### config.mk
export PLATFORM = sky130hd
export DESIGN_NAME = raster_gen
export DESIGN_NICKNAME = d
export VERILOG_FILES = /design/src/rtl/raster_gen.sv
export SDC_FILE = /design/constraint.sdc
export NUM_CORES = 1
export LEC_CHECK = 0
export BUFFER_PORTS_ARGS = -buffer_cell sky130_fd_sc_hd__clkbuf_2
export CORE_MARGIN = 2
export CORE_UTILIZATION = 61
export CTS_BUF_LIST = sky130_fd_sc_hd__clkbuf_8
export DETAILED_ROUTE_END_ITERATION = 8
export PLACE_DENSITY = 0.88
export SLEW_MARGIN = 20
export SYNTH_ARGS = -nofsm -noshare
export SYNTH_HDL_FRONTEND = slang
export SYNTH_SLANG_ARGS = --single-unit
export TNS_END_PERCENT = 100
### constraint.sdc
create_clock -name clk -period 4.79 [get_ports clk]
set_input_delay 0.958 -clock clk [delete_from_list [all_inputs] [get_ports clk]]
set_output_delay 0.958 -clock clk [all_outputs]
set_load 0.01 [all_outputs]
### src/rtl/raster_gen.sv
module raster_gen #(
  parameter int H_BITS   = 10,
  parameter int V_BITS   = 9,
  parameter int H_TOTAL  = 640,
  parameter int V_TOTAL  = 312,
  parameter int HS_START = 560,
  parameter int HS_LEN   = 47,
  parameter int VS_START = 280,
  parameter int VS_LEN   = 3,
  localparam int AW = (V_BITS - 1) + (H_BITS - 1) - 2
) (
  input  logic          clk,
  input  logic          rst,
  input  logic          pix_en,
  input  logic [7:0]    rd_data,
  output logic          hsync,
  output logic          vsync,
  output logic          blank,
  output logic [AW-1:0] byte_addr,
  output logic [1:0]    pix_idx,
  output logic [1:0]    pixel
);

  localparam logic [H_BITS-1:0] HT    = H_BITS'(H_TOTAL);
  localparam logic [V_BITS-1:0] VT    = V_BITS'(V_TOTAL);
  localparam logic [H_BITS-1:0] HS_LO = H_BITS'(HS_START);
  localparam logic [H_BITS-1:0] HS_HI = H_BITS'(HS_START + HS_LEN - 1);
  localparam logic [V_BITS-1:0] VS_LO = V_BITS'(VS_START);
  localparam logic [V_BITS-1:0] VS_HI = V_BITS'(VS_START + VS_LEN - 1);

  logic [H_BITS-1:0] hcnt, h_inc;
  logic [V_BITS-1:0] vcnt, v_inc;
  logic [7:0]        shreg;
  logic              h_wrap, v_wrap;

  // terminal counts: only the bits set in the period are examined
  assign h_inc  = hcnt + H_BITS'(1);
  assign v_inc  = vcnt + V_BITS'(1);
  assign h_wrap = (h_inc & HT) == HT;
  assign v_wrap = (v_inc & VT) == VT;

  always_ff @(posedge clk) begin
    if (rst) begin
      hcnt <= '0;
      vcnt <= '0;
    end else if (pix_en) begin
      hcnt <= h_wrap ? '0 : h_inc;
      if (h_wrap) vcnt <= v_wrap ? '0 : v_inc;
    end
  end

  assign blank     = hcnt[H_BITS-1] | vcnt[V_BITS-1];
  assign byte_addr = {vcnt[V_BITS-2:0], hcnt[H_BITS-2:2]};
  assign pix_idx   = hcnt[1:0];
  assign hsync     = ~rst & (hcnt >= HS_LO) & (hcnt <= HS_HI);
  assign vsync     = ~rst & (vcnt >= VS_LO) & (vcnt <= VS_HI);

  always_ff @(posedge clk) begin
    if (rst)
      shreg <= '0;
    else if (pix_en && pix_idx == 2'd3)
      shreg <= blank ? 8'd0 : rd_data;
  end

  always_comb begin
    case (pix_idx)
      2'd0:    pixel = shreg[7:6];
      2'd1:    pixel = shreg[5:4];
      2'd2:    pixel = shreg[3:2];
      default: pixel = shreg[1:0];
    endcase
    if (blank) pixel = 2'd0;
  end

  assert_reset_R1: assert property (@(posedge clk)
    rst |=> (hcnt == '0 && vcnt == '0 && !hsync && !vsync));

  assert_hwrap_R2: assert property (@(posedge clk) disable iff (rst)
    (pix_en && hcnt == HT - H_BITS'(1)) |=> hcnt == '0);

  assert_hrange_R2: assert property (@(posedge clk) disable iff (rst)
    hcnt < HT);

  assert_vstep_R3: assert property (@(posedge clk) disable iff (rst)
    (pix_en && hcnt == HT - H_BITS'(1) && vcnt != VT - V_BITS'(1))
      |=> vcnt == $past(vcnt) + V_BITS'(1));

  assert_vwrap_R3: assert property (@(posedge clk) disable iff (rst)
    (pix_en && hcnt == HT - H_BITS'(1) && vcnt == VT - V_BITS'(1)) |=> vcnt == '0);

  assert_hold_R4: assert property (@(posedge clk) disable iff (rst)
    !pix_en |=> ($stable(hcnt) && $stable(vcnt) && $stable(shreg)));

  assert_hsync_start_R7: assert property (@(posedge clk) disable iff (rst)
    $rose(hsync) |-> hcnt == HS_LO);

  assert_vsync_start_R8: assert property (@(posedge clk) disable iff (rst)
    $rose(vsync) |-> (vcnt == VS_LO && hcnt == '0));

endmodule

==> results of run 1 <==
flip-flops by register name, summed over array words and instances (netlist names):
register / flops
hcnt: 10
shreg: 8
vcnt: 9
metrics by stage:
stage	utilization (%)	cell area (µm²)	setup slack (ps)	instances	total power (W)
final	66.11	1638	1665	238	0.0004112
after global placement	64.29	1593	1706	234	0.0002885
after detailed placement	64.29	1593	1651	234	0.0002914
after floorplan	-	1585	2122	200	0.0002827
after CTS	66.11	1638	1654	238	0.0004138
after global routing	66.11	1638	1509	238	0.0004306
worst min-delay path: cells and delay by family, from the launching register on:
kind	cells	cell delay [ps]
simple gates	1	70
flops	1	340
compound gates	1	80
path summary, 6_finish.rpt:
path	cells past startpoint	end	startpoint
worst max-delay path	4	vsync	rst
worst min-delay path	2	shreg[0]	shreg[0]
worst max register to register	6	vcnt[4]	vcnt[0]
worst min register to register	2	shreg[0]	shreg[0]
placed cells by master, fill, tap and decap left out, types with 3 or more instances in the layout:
cell type  instances
clkbuf_2          32
dfxtp_1           27
nand2_1           23
nor2_1            21
nand3_1           14
a21oi_1            8
a31oi_1            8
a22oi_1            8
nor3_1             7
ha_1               6
inv_1              5
nand2b_1           5
xor2_1             5
or2_2              3
nand4_1            3
clkbuf_8           3
cell families after synthesis:
kind of cell	synth area share [%]
and+or+nand+nor	28.57
AOI/OAI and AO/OA	15.71
muxes	0.6314
DFF	34.10
adders and majority gates	4.735
xor gates and xnor gates	3.315
buffers and inverters	12.94
where the power goes:
part | internal [W] | total (W) | switching [W]
Clock | 0.0000574 | 0.000125 | 0.0000674
Sequential | 0.000232 | 0.000245 | 0.0000136
Combinational | 0.0000185 | 0.0000410 | 0.0000225
Total | 0.000308 | 0.000411 | 0.000104
Yosys cell counts (2+ instances only):
library cell / instances
a21o_1: 2
a21oi_1: 8
a222oi_1: 2
a22oi_1: 8
a31oi_1: 8
and3_1: 2
buf_2: 3
buf_4: 18
clkbuf_1: 5
dfxtp_1: 27
ha_1: 6
inv_1: 4
nand2_1: 23
nand2b_1: 5
nand3_1: 14
nand3b_1: 2
nand4_1: 3
nor2_1: 21
nor3_1: 7
nor4_1: 2
o21ai_0: 2
o22ai_1: 2
or2_2: 3
or3_2: 2
xor2_1: 5
layout make-up:
type                            instances  area, µm²
Multi-Input combinational cell        141      839.6
Inverter                                4      15.01
Timing Repair Buffer                   32      160.2
Sequential cell                        27      540.5
Fill cell                             209      839.6
Clock buffer                            3      41.29
Clock inverter                          1      3.754
Tap cell                               30      37.54
metal layers:
| metal | global-route usage (%) | vias up | part of all wire, % |
|---|---|---|---|
| met5 | 0 | - | 0 |
| met4 | 6.504 | 0 | 0.77 |
| met3 | 3.495 | 4 | 4.1 |
| met2 | 38.29 | 42 | 49 |
| met1 | 30.90 | 652 | 46 |
| li1 | - | 703 | - |
==> load_flow_metrics.sql, run 1 <==
INSERT INTO impl_metrics (metric_group, metric, value, unit) VALUES
('status', 'status', 'complete, no violations', ''),
('final_layout', 'area_delta_synth_final', '3.315', '%'),
('drt', 'average_wire_length_per_cell_after_detail_routing', '13.56', 'µm'),
('sta', 'hold_ws', '525.5', 'ps'),
('floorplan', 'die_w', '54.98', 'µm'),
('placed_design', 'dp_hpwl', '2320', 'µm'),
('final_layout', 'post_route_cells_drive_above_1_share', '20.19', '%'),
('critical_path', 'critical-path-top-delay-family', 'simple AND/OR/NAND/NOR gates', ''),
('clock_tree', 'clk_transition_reported_paths', '90', 'ps'),
('critical_path', 'critical_path.startpoint_type', 'primary input', ''),
('power', 'worst_supply_voltage_drop_on_vdd', '149.2', 'µV'),
('logic_synthesis', 'yosysTopAreaCell', 'dfxtp_1', ''),
('grt', 'globalRouteOverflowTotal', '0', ''),
('floorplan', 'chip_height', '54.98', 'µm'),
('floorplan', 'rows', '18', ''),
('critical_path', 'critical_path.cell_chain', 'clkbuf_2 -> or4_1 -> nor4_1 -> clkbuf_2', ''),
('floorplan', 'floorplan.initialDensity', '63.99', '%'),
('logic_synthesis', 'netlist_instances', '200', ''),
('power', 'power_density', '251.1', 'mW/mm²'),
('logic_synthesis', 'synth_warnings', '0', ''),
('sta', 'final_hold_viol_count', '0', ''),
('clock_tree', 'cts-buffers-inserted', '3', ''),
('grt', 'maximum_number_of_pins_on_one_net_before_global_route_repair', '30', ''),
('clock_tree', 'tritoncts', 'yes', ''),
('power', 'p_leak', '0.6319', 'nW'),
('drt', 'dr.first_iter.drc_count', '39', ''),
('floorplan', 'dieArea', '0.003023', 'mm²'),
('logic_synthesis', 'ranking_of_synthesized_cells_by_area', 'dfxtp_1 34%, buf_4 8.5%, nand2_1 5.4%', ''),
('floorplan', 'design.core.area', '0.002477', 'mm²'),
('sta', 'rsz0062_at_grt', 'false', ''),
('critical_path', 'critPathMaxStageDelay', '500', 'ps'),
('placed_design', 'routabilityCongestion', '0.7995', ''),
('logic_synthesis', 'mappedNetlistNets', '217', ''),
('sta', 'clock-skew-final', '2.851', 'ps'),
('drt', 'drt-total-wl', '3227', 'µm'),
('hold_path', 'hold_path_class', 'flip-flop to flip-flop', ''),
('sta', 'setup-tns-final', '0', 'ps'),
('drt', 'drt-pass1-iter-count', '5', ''),
('clock_tree', 'number_of_sinks_driven_by_the_clock_tree', '27', ''),
('clock_tree', 'cts-hold-fix-buffers', '0', ''),
('flow_run', 'cap_viol_max_count', '0', ''),
('logic_synthesis', 'number_of_enable_flip_flop_cells_after_synthesis', '0', ''),
('critical_path', 'cpMostUsedCell', 'clkbuf_2', ''),
('critical_path', 'critPathBufInv', '2', ''),
('sta', 'fmaxAchievable', '0.3200', 'GHz'),
('critical_path', 'slowest_stage', 'or4_1', ''),
('logic_synthesis', 'yosys.area.top_type_share', '34.10', '%'),
('logic_synthesis', 'synthArstFlopShare', '0', '%'),
('drt', 'drc_errors', '0', ''),
('grt', 'number_of_antenna_violations_at_the_first_check_in_global_routing', '0', ''),
('sta', 'slew_headroom', '38.35', '%'),
('final_layout', 'antenna_diodes', '0', ''),
('final_layout', 'finalNetCount', '226', ''),
('logic_synthesis', 'synth_seq_cells', '27', ''),
('clock_tree', 'cts_htree_levels', '1', ''),
('clock_tree', 'cts_setup_buffers', '0', ''),
('logic_synthesis', 'synth_area', '0.001585', 'mm²'),
('drt', 'total_vias_in_the_final_route', '1401', ''),
('floorplan', 'boundaryPins', '33', ''),
('clock_tree', 'longest_clk_path_bufs', '2', ''),
('critical_path', 'r2r_setup_slack', '2580', 'ps'),
('critical_path', 'timing.critical_path.to_type', 'output pin', ''),
('sta', 'timing_max_transition_violations_final', '0', ''),
('sta', 'period_needed', '3125', 'ps'),
('logic_synthesis', 'ys.flop_type', 'dfxtp_1', ''),
('sta', 'report.final.setup_viol', '0', ''),
('grt', 'wire_length_of_the_first_global_routing_pass', '5126', 'µm'),
('critical_path', 'crit_fanout', '29', ''),
('grt', 'grt_usage', '23.02', '%'),
('logic_synthesis', 'ys_seq_area_share', '34.10', '%'),
('critical_path', 'required', '3830', 'ps');
Power figures use the tool's default switching activity.
==> inputs of run 2 (changes only) <==
CORE_UTILIZATION = 51   (was 61)
PLACE_DENSITY = 0.78   (was 0.88)
clock period = 2.7 ns   (was 4.79 ns; I/O delays follow)
==> load_flow_metrics.sql, run 2 (same netlist as run 1, synthesis figures left out) <==
INSERT INTO impl_metrics (metric_group, metric, value, unit) VALUES
('status', 'status', 'complete, no violations', ''),
('sta', 'fmaxAchievable', '0.4041', 'GHz'),
('drt', 'viasPerCell', '5.642', ''),
('clock_tree', 'cts_htree_levels', '1', ''),
('critical_path', 'critical-path-top-delay-family', 'compound AO/OA/AOI/OAI gates', ''),
('grt', 'first_global_vias', '1170', ''),
('sta', 'final_hold_viol_count', '0', ''),
('critical_path', 'slowest_stage', 'dfxtp_1', ''),
('floorplan', 'floorplan.initialDensity', '52.79', '%'),
('drt', 'dr.first_iter.drc_count', '89', ''),
('critical_path', 'required', '2160', 'ps'),
('grt', 'globalRouteOverflowTotal', '0', ''),
('placed_design', 'cell_area_after_placement', '0.001612', 'mm²'),
('clock_tree', 'cts-buffers-inserted', '3', ''),
('grt', 'maximum_number_of_pins_on_one_net_before_global_route_repair', '16', ''),
('clock_tree', 'cts-hold-fix-buffers', '0', ''),
('grt', 'grt_usage', '18.60', '%'),
('drt', 'drt-total-wl', '3150', 'µm'),
('final_layout', 'layout_common_cells', '32 x clkbuf_2, 27 x dfxtp_1, 23 x nand2_1', ''),
('clock_tree', 'tritoncts', 'yes', ''),
('critical_path', 'critPathMaxStageDelay', '480', 'ps'),
('sta', 'report.final.setup_viol', '0', ''),
('clock_tree', 'longest_clk_path_bufs', '2', ''),
('floorplan', 'boundaryPins', '33', ''),
('critical_path', 'critical_path.cell_chain', 'inv_1 -> ha_1 -> a222oi_1 -> nor2_1 -> a21oi_1 -> nor2_1 -> clkbuf_2', ''),
('sta', 'slew_headroom', '47.46', '%'),
('hold_path', 'hold-path-cell-count', '3', ''),
('critical_path', 'critPathBufInv', '2', ''),
('drt', 'average_wire_length_per_cell_after_detail_routing', '12.96', 'µm'),
('power', 'power_density', '442.8', 'mW/mm²'),
('critical_path', 'r2r_setup_slack', '560', 'ps'),
('critical_path', 'cpMostUsedCell', 'nor2_1', ''),
('hold_path', 'hold_path_class', 'primary input to flip-flop', ''),
('drt', 'drt-pass1-iter-count', '4', ''),
('hold_path', 'timing.hold.worst.start', 'rd_data[0]', ''),
('critical_path', 'crit_fanout', '8', ''),
('final_layout', 'finalNetCount', '228', ''),
('sta', 'clock-skew-final', '3.032', 'ps'),
('drt', 'residual_antenna_violating_net_count_after_detailed_routing', '0', ''),
('sta', 'setup-tns-final', '0', 'ps'),
('placed_design', 'place.port_buffers', '32', ''),
('clock_tree', 'clk_latency', '270', 'ps'),
('placed_design', 'routabilityCongestion', '0.8248', ''),
('floorplan', 'dieArea', '0.003570', 'mm²'),
('final_layout', 'fin_area', '0.001657', 'mm²'),
('power', 'worst_supply_voltage_drop_on_vdd', '280.7', 'µV'),
('hold_path', 'whs_endpoint', 'shreg[0]', ''),
('clock_tree', 'clk_transition_reported_paths', '90', 'ps'),
('floorplan', 'die_w', '59.75', 'µm'),
('final_layout', 'area_delta_synth_final', '4.499', '%'),
('sta', 'hold_ws', '497.6', 'ps'),
('final_layout', 'largest-register', 'hcnt', ''),
('drt', 'drc_errors', '0', ''),
('final_layout', 'final_common_cell', 'clkbuf_2', ''),
('final_layout', 'post_route_cells_drive_above_1_share', '20.95', '%'),
('critical_path', 'reg2reg_to', 'vcnt[2]', ''),
('clock_tree', 'ctsRootBufferMaster', 'clkbuf_8', ''),
('drt', 'total_vias_in_the_final_route', '1371', ''),
('critical_path', 'worst_ep_arrival_time', '1930', 'ps'),
('flow_run', 'cap_viol_max_count', '0', ''),
('clock_tree', 'cts_setup_buffers', '0', ''),
('final_layout', 'number_of_flip_flops_under_the_largest_register_name', '10', ''),
('clock_tree', 'cts.repair.resized', '0', ''),
('grt', 'wire_length_of_the_first_global_routing_pass', '5154', 'µm'),
('sta', 'timing.final.crit_share', '91.65', '%'),
('sta', 'period_needed', '2475', 'ps'),
('power', 'p_leak', '0.6421', 'nW'),
('placed_design', 'dp_hpwl', '2275', 'µm'),
('floorplan', 'design.core.area', '0.003003', 'mm²'),
('critical_path', 'setup.worst_path.class', 'flip-flop to output pin', ''),
('critical_path', 'ff2ff_path_depth', '6', ''),
('floorplan', 'chip_height', '59.75', 'µm'),
('grt', 'number_of_antenna_violations_at_the_first_check_in_global_routing', '0', ''),
('critical_path', 'timing.critical_path.to_type', 'output pin', ''),
('critical_path', 'timing.rr.start', 'vcnt[0]', ''),
('final_layout', 'antenna_diodes', '0', ''),
('sta', 'timing_max_transition_violations_final', '0', ''),
('critical_path', 'critical_path.startpoint_type', 'flip-flop', ''),
('final_layout', 'layout_top_registers', 'hcnt: 10 flops, vcnt: 9 flops, shreg: 8 flops', ''),
('floorplan', 'rows', '20', ''),
('clock_tree', 'number_of_sinks_driven_by_the_clock_tree', '27', ''),
('sta', 'timing_worst_slew_pin_value', '788.1', 'ps'),
('sta', 'rsz0062_at_grt', 'false', '');
-- run 2: cell count changes in the layout (fill, tap and decap cells not counted), sizes merged --
cell,previous run,this run
buf,0,2
-- run 2: worst max-delay path by stage --
stage	start	to	slack, ps	cells past startpoint
3_5_place_dp	hcnt[0]	pixel[0]	530	7
5_1_grt	hcnt[0]	pixel[0]	110	7
2_1_floorplan	rst	vsync	870	2
3_3_place_gp	rst	vsync	600	4
6_report	hcnt[0]	pixel[0]	230	7
4_1_cts	hcnt[0]	pixel[0]	220	7
-- run 2: tightest hold or removal path, delay by kind of cell --
kind	cells	cell delay, ps
AOI/OAI and AO/OA	1	50
and+or+nand+nor	1	70
buffers and inverters	1	70
-- run 2: cell type report --
type                    instances  area [µm²]
clock buffers                   3       41.29
clock inverters                 1       3.754
fillers                       290        1346
inverters                       4       15.01
multi-input cells             141       839.6
flip-flops and latches         27       540.5
well taps                      33       41.29
repair buffers                 34       175.2
-- run 2: routing by layer --
layer  global-route usage (%)  vias to the layer above  share of wire, %
li1                         -                      707                 -
met1                    26.56                      623                51
met2                    28.42                       37                42
met3                    3.030                        4               5.5
met4                    6.032                        0               1.3
met5                        0                        -                 0
-- run 2: stage by stage --
stage | setup slack (ps) | power, W | util (%) | std cells
floorplan | 867.7 | 0.0005015 | - | 200
global placement | 603.2 | 0.0005162 | 53.67 | 239
detailed placement | 529.6 | 0.0005181 | 53.67 | 239
global route | 105.6 | 0.0007708 | 55.17 | 243
CTS | 222.3 | 0.0007392 | 55.17 | 243
finish | 225.3 | 0.0007335 | 55.17 | 243
-- run 2: power by group --
part / switching [W] / internal [W] / total [W] / leakage (nW)
Combinational: 0.0000401 / 0.0000338 / 0.0000738 / 0.396
Clock: 0.000123 / 0.000102 / 0.000225 / 0.0269
Sequential: 0.0000237 / 0.000411 / 0.000435 / 0.219
Total: 0.000187 / 0.000547 / 0.000734 / 0.642
==> inputs of run 3 (changes only) <==
BUFFER_PORTS_ARGS = not set   (was -buffer_cell sky130_fd_sc_hd__clkbuf_2)
CORE_UTILIZATION = 59   (was 51)
DONT_BUFFER_PORTS = 1   (was not set)
==> load_flow_metrics.sql, run 3 (same netlist as run 1, synthesis figures left out) <==
INSERT INTO impl_metrics (metric_group, metric, value, unit) VALUES
('placed_design', 'place.port_buffers', '0', ''),
('critical_path', 'critPathMaxStageDelay', '550', 'ps'),
('final_layout', 'layout_top_registers', 'hcnt: 10 flops, vcnt: 9 flops, shreg: 8 flops', ''),
('critical_path', 'worst_ep_arrival_time', '1840', 'ps'),
('sta', 'timing_worst_slew_pin_value', '568.5', 'ps'),
('final_layout', 'ff_latch_area', '540.5', 'µm²'),
('clock_tree', 'longest_clk_path_bufs', '2', ''),
('sta', 'rsz0062_at_grt', 'false', ''),
('hold_path', 'whs_endpoint', 'shreg[3]', ''),
('critical_path', 'reg2reg_to', 'vcnt[5]', ''),
('final_layout', 'area_delta_synth_final', '-5.603', '%'),
('hold_path', 'timing.hold.worst.start', 'rst', ''),
('drt', 'dr.first_iter.drc_count', '66', ''),
('final_layout', 'multi_input_area', '839.6', 'µm²'),
('grt', 'number_of_antenna_violations_at_the_first_check_in_global_routing', '0', ''),
('grt', 'first_global_vias', '1269', ''),
('floorplan', 'boundaryPins', '33', ''),
('grt', 'globalRouteOverflowTotal', '0', ''),
('critical_path', 'r2r_setup_slack', '450', 'ps'),
('clock_tree', 'cts_htree_levels', '1', ''),
('sta', 'period_needed', '2377', 'ps'),
('critical_path', 'setup.worst_path.class', 'flip-flop to output pin', ''),
('drt', 'drc_errors', '0', ''),
('critical_path', 'critPathBufInv', '1', ''),
('clock_tree', 'clk_latency', '280', 'ps'),
('sta', 'report.final.setup_viol', '0', ''),
('critical_path', 'critical-path-top-delay-family', 'flip-flops', ''),
('placed_design', 'dp_hpwl', '2258', 'µm'),
('grt', 'grt-busiest-layer', 'met2', ''),
('grt', 'met3_usage', '6.977', '%'),
('floorplan', 'rows', '18', ''),
('power', 'power_density', '484.0', 'mW/mm²'),
('final_layout', 'post_route_cells_drive_above_1_share', '7.303', '%'),
('grt', 'grt_use_met1', '27.67', '%'),
('final_layout', 'antenna_diodes', '0', ''),
('drt', 'drt-total-wl', '3234', 'µm'),
('sta', 'clock-skew-final', '5.312', 'ps'),
('critical_path', 'ff2ff_path_depth', '5', ''),
('critical_path', 'required', '2160', 'ps'),
('power', 'p_leak', '0.4937', 'nW'),
('clock_tree', 'clk_transition_reported_paths', '100', 'ps'),
('grt', 'grt_usage', '21.73', '%'),
('final_layout', 'number_of_flip_flops_under_the_largest_register_name', '10', ''),
('hold_path', 'hold_path_class', 'primary input to flip-flop', ''),
('clock_tree', 'cts-buffers-inserted', '3', ''),
('sta', 'timing.final.crit_share', '88.02', '%'),
('clock_tree', 'ctsRootBufferMaster', 'clkbuf_8', ''),
('floorplan', 'dieArea', '0.003118', 'mm²'),
('clock_tree', 'cts_setup_buffers', '0', ''),
('sta', 'fmaxAchievable', '0.4208', 'GHz'),
('clock_tree', 'tritoncts', 'yes', ''),
('final_layout', 'layout.filler_cells', '225', ''),
('sta', 'timing_max_transition_violations_final', '0', ''),
('final_layout', 'finalNetCount', '196', ''),
('critical_path', 'crit_fanout', '8', ''),
('status', 'status', 'complete, no violations', ''),
('placed_design', 'routabilityCongestion', '0.8928', ''),
('clock_tree', 'number_of_sinks_driven_by_the_clock_tree', '27', ''),
('critical_path', 'timing.critical_path.to_type', 'output pin', ''),
('critical_path', 'critical_path.cell_chain', 'inv_1 -> ha_1 -> a222oi_1 -> nor2_1 -> a21oi_1 -> nor2_1', ''),
('floorplan', 'design.core.area', '0.002522', 'mm²'),
('floorplan', 'floorplan.initialDensity', '62.85', '%'),
('drt', 'residual_antenna_violating_net_count_after_detailed_routing', '0', ''),
('grt', 'grt.met2_usage', '33.50', '%'),
('grt', 'wire_length_of_the_first_global_routing_pass', '5561', 'µm'),
('flow_run', 'cap_viol_max_count', '0', ''),
('drt', 'viasPerCell', '6.317', ''),
('clock_tree', 'cts-hold-fix-buffers', '0', ''),
('final_layout', 'layout_common_cells', '27 x dfxtp_1, 23 x nand2_1, 21 x nor2_1', ''),
('critical_path', 'timing.rr.start', 'hcnt[0]', ''),
('drt', 'average_wire_length_per_cell_after_detail_routing', '15.55', 'µm'),
('drt', 'total_vias_in_the_final_route', '1314', ''),
('final_layout', 'final_common_cell', 'dfxtp_1', ''),
('critical_path', 'slowest_stage', 'dfxtp_1', ''),
('sta', 'final_hold_viol_count', '0', ''),
('sta', 'hold_ws', '315.2', 'ps'),
('critical_path', 'critical_path.startpoint_type', 'flip-flop', ''),
('grt', 'maximum_number_of_pins_on_one_net_before_global_route_repair', '30', ''),
('sta', 'slew_headroom', '61.12', '%'),
('floorplan', 'chip_height', '55.84', 'µm'),
('sta', 'setup-tns-final', '0', 'ps'),
('final_layout', 'largest-register', 'hcnt', ''),
('clock_tree', 'cts.repair.resized', '0', ''),
('critical_path', 'cpMostUsedCell', 'nor2_1', ''),
('floorplan', 'die_w', '55.84', 'µm'),
('drt', 'drt-pass1-iter-count', '4', ''),
('hold_path', 'hold-path-cell-count', '1', ''),
('power', 'worst_supply_voltage_drop_on_vdd', '304.7', 'µV');
-- run 3: cell types whose count changed in the layout (fill, tap and decap cells not counted), sizes merged --
cell / change
inv: -1
clkbuf: -32
clkinvlp: +1
-- run 3: per-layer routing --
layer  routed length [µm]  share of wire, %
met1                 1426                44
met2                 1492                46
met3                  253               7.8
met4                   62               1.9
met5                    0                 0
-- run 3: area by class of cell --
class	instances	share of cell area [%]
inverter	4	1.003
timing repair buffer	2	1.003
clock buffer	3	2.759
multi-input combinational	141	56.10
clock inverter	1	0.5017
sequential	27	36.12
tap	30	2.508
-- run 3: worst max path at each step --
stage | startpoint | to | slack (ps) | depth (start not counted)
after floorplan | rst | vsync | 870 | 2
after global placement | hcnt[2] | vcnt[5] | 600 | 5
after detailed placement | hcnt[0] | vcnt[5] | 500 | 5
after CTS | hcnt[0] | pixel[1] | 320 | 6
after global routing | vcnt[1] | vcnt[2] | 180 | 7
final | hcnt[0] | pixel[1] | 320 | 6
-- run 3: where the power goes --
part / internal, W / switching (W) / total (W) / leakage, nW
combinational: 0.0000204 / 0.0000210 / 0.0000414 / 0.253
clock: 0.000105 / 0.000135 / 0.000241 / 0.0217
sequential: 0.000411 / 0.0000312 / 0.000442 / 0.219
-- run 3: through the flow --
step	setup slack, ps	power, W	cell area, µm²	cells	utilization [%]
2_1_floorplan	867.7	0.0005015	1585	200	-
3_3_place_gp	598.0	0.0004896	1448	204	57.39
3_5_place_dp	503.9	0.0004916	1448	204	57.39
4_1_cts	322.6	0.0007271	1496	208	59.33
5_1_grt	178.3	0.0007509	1496	208	59.33
6_report	323.4	0.0007243	1496	208	59.33
-- run 3: worst register-to-register path, cell delays in order (launching register included) --
cell	delay (ps)
dfxtp_1	550
nand3_1	210
or3_4	380
a21o_1	330
or3_2	520
a31oi_1	190
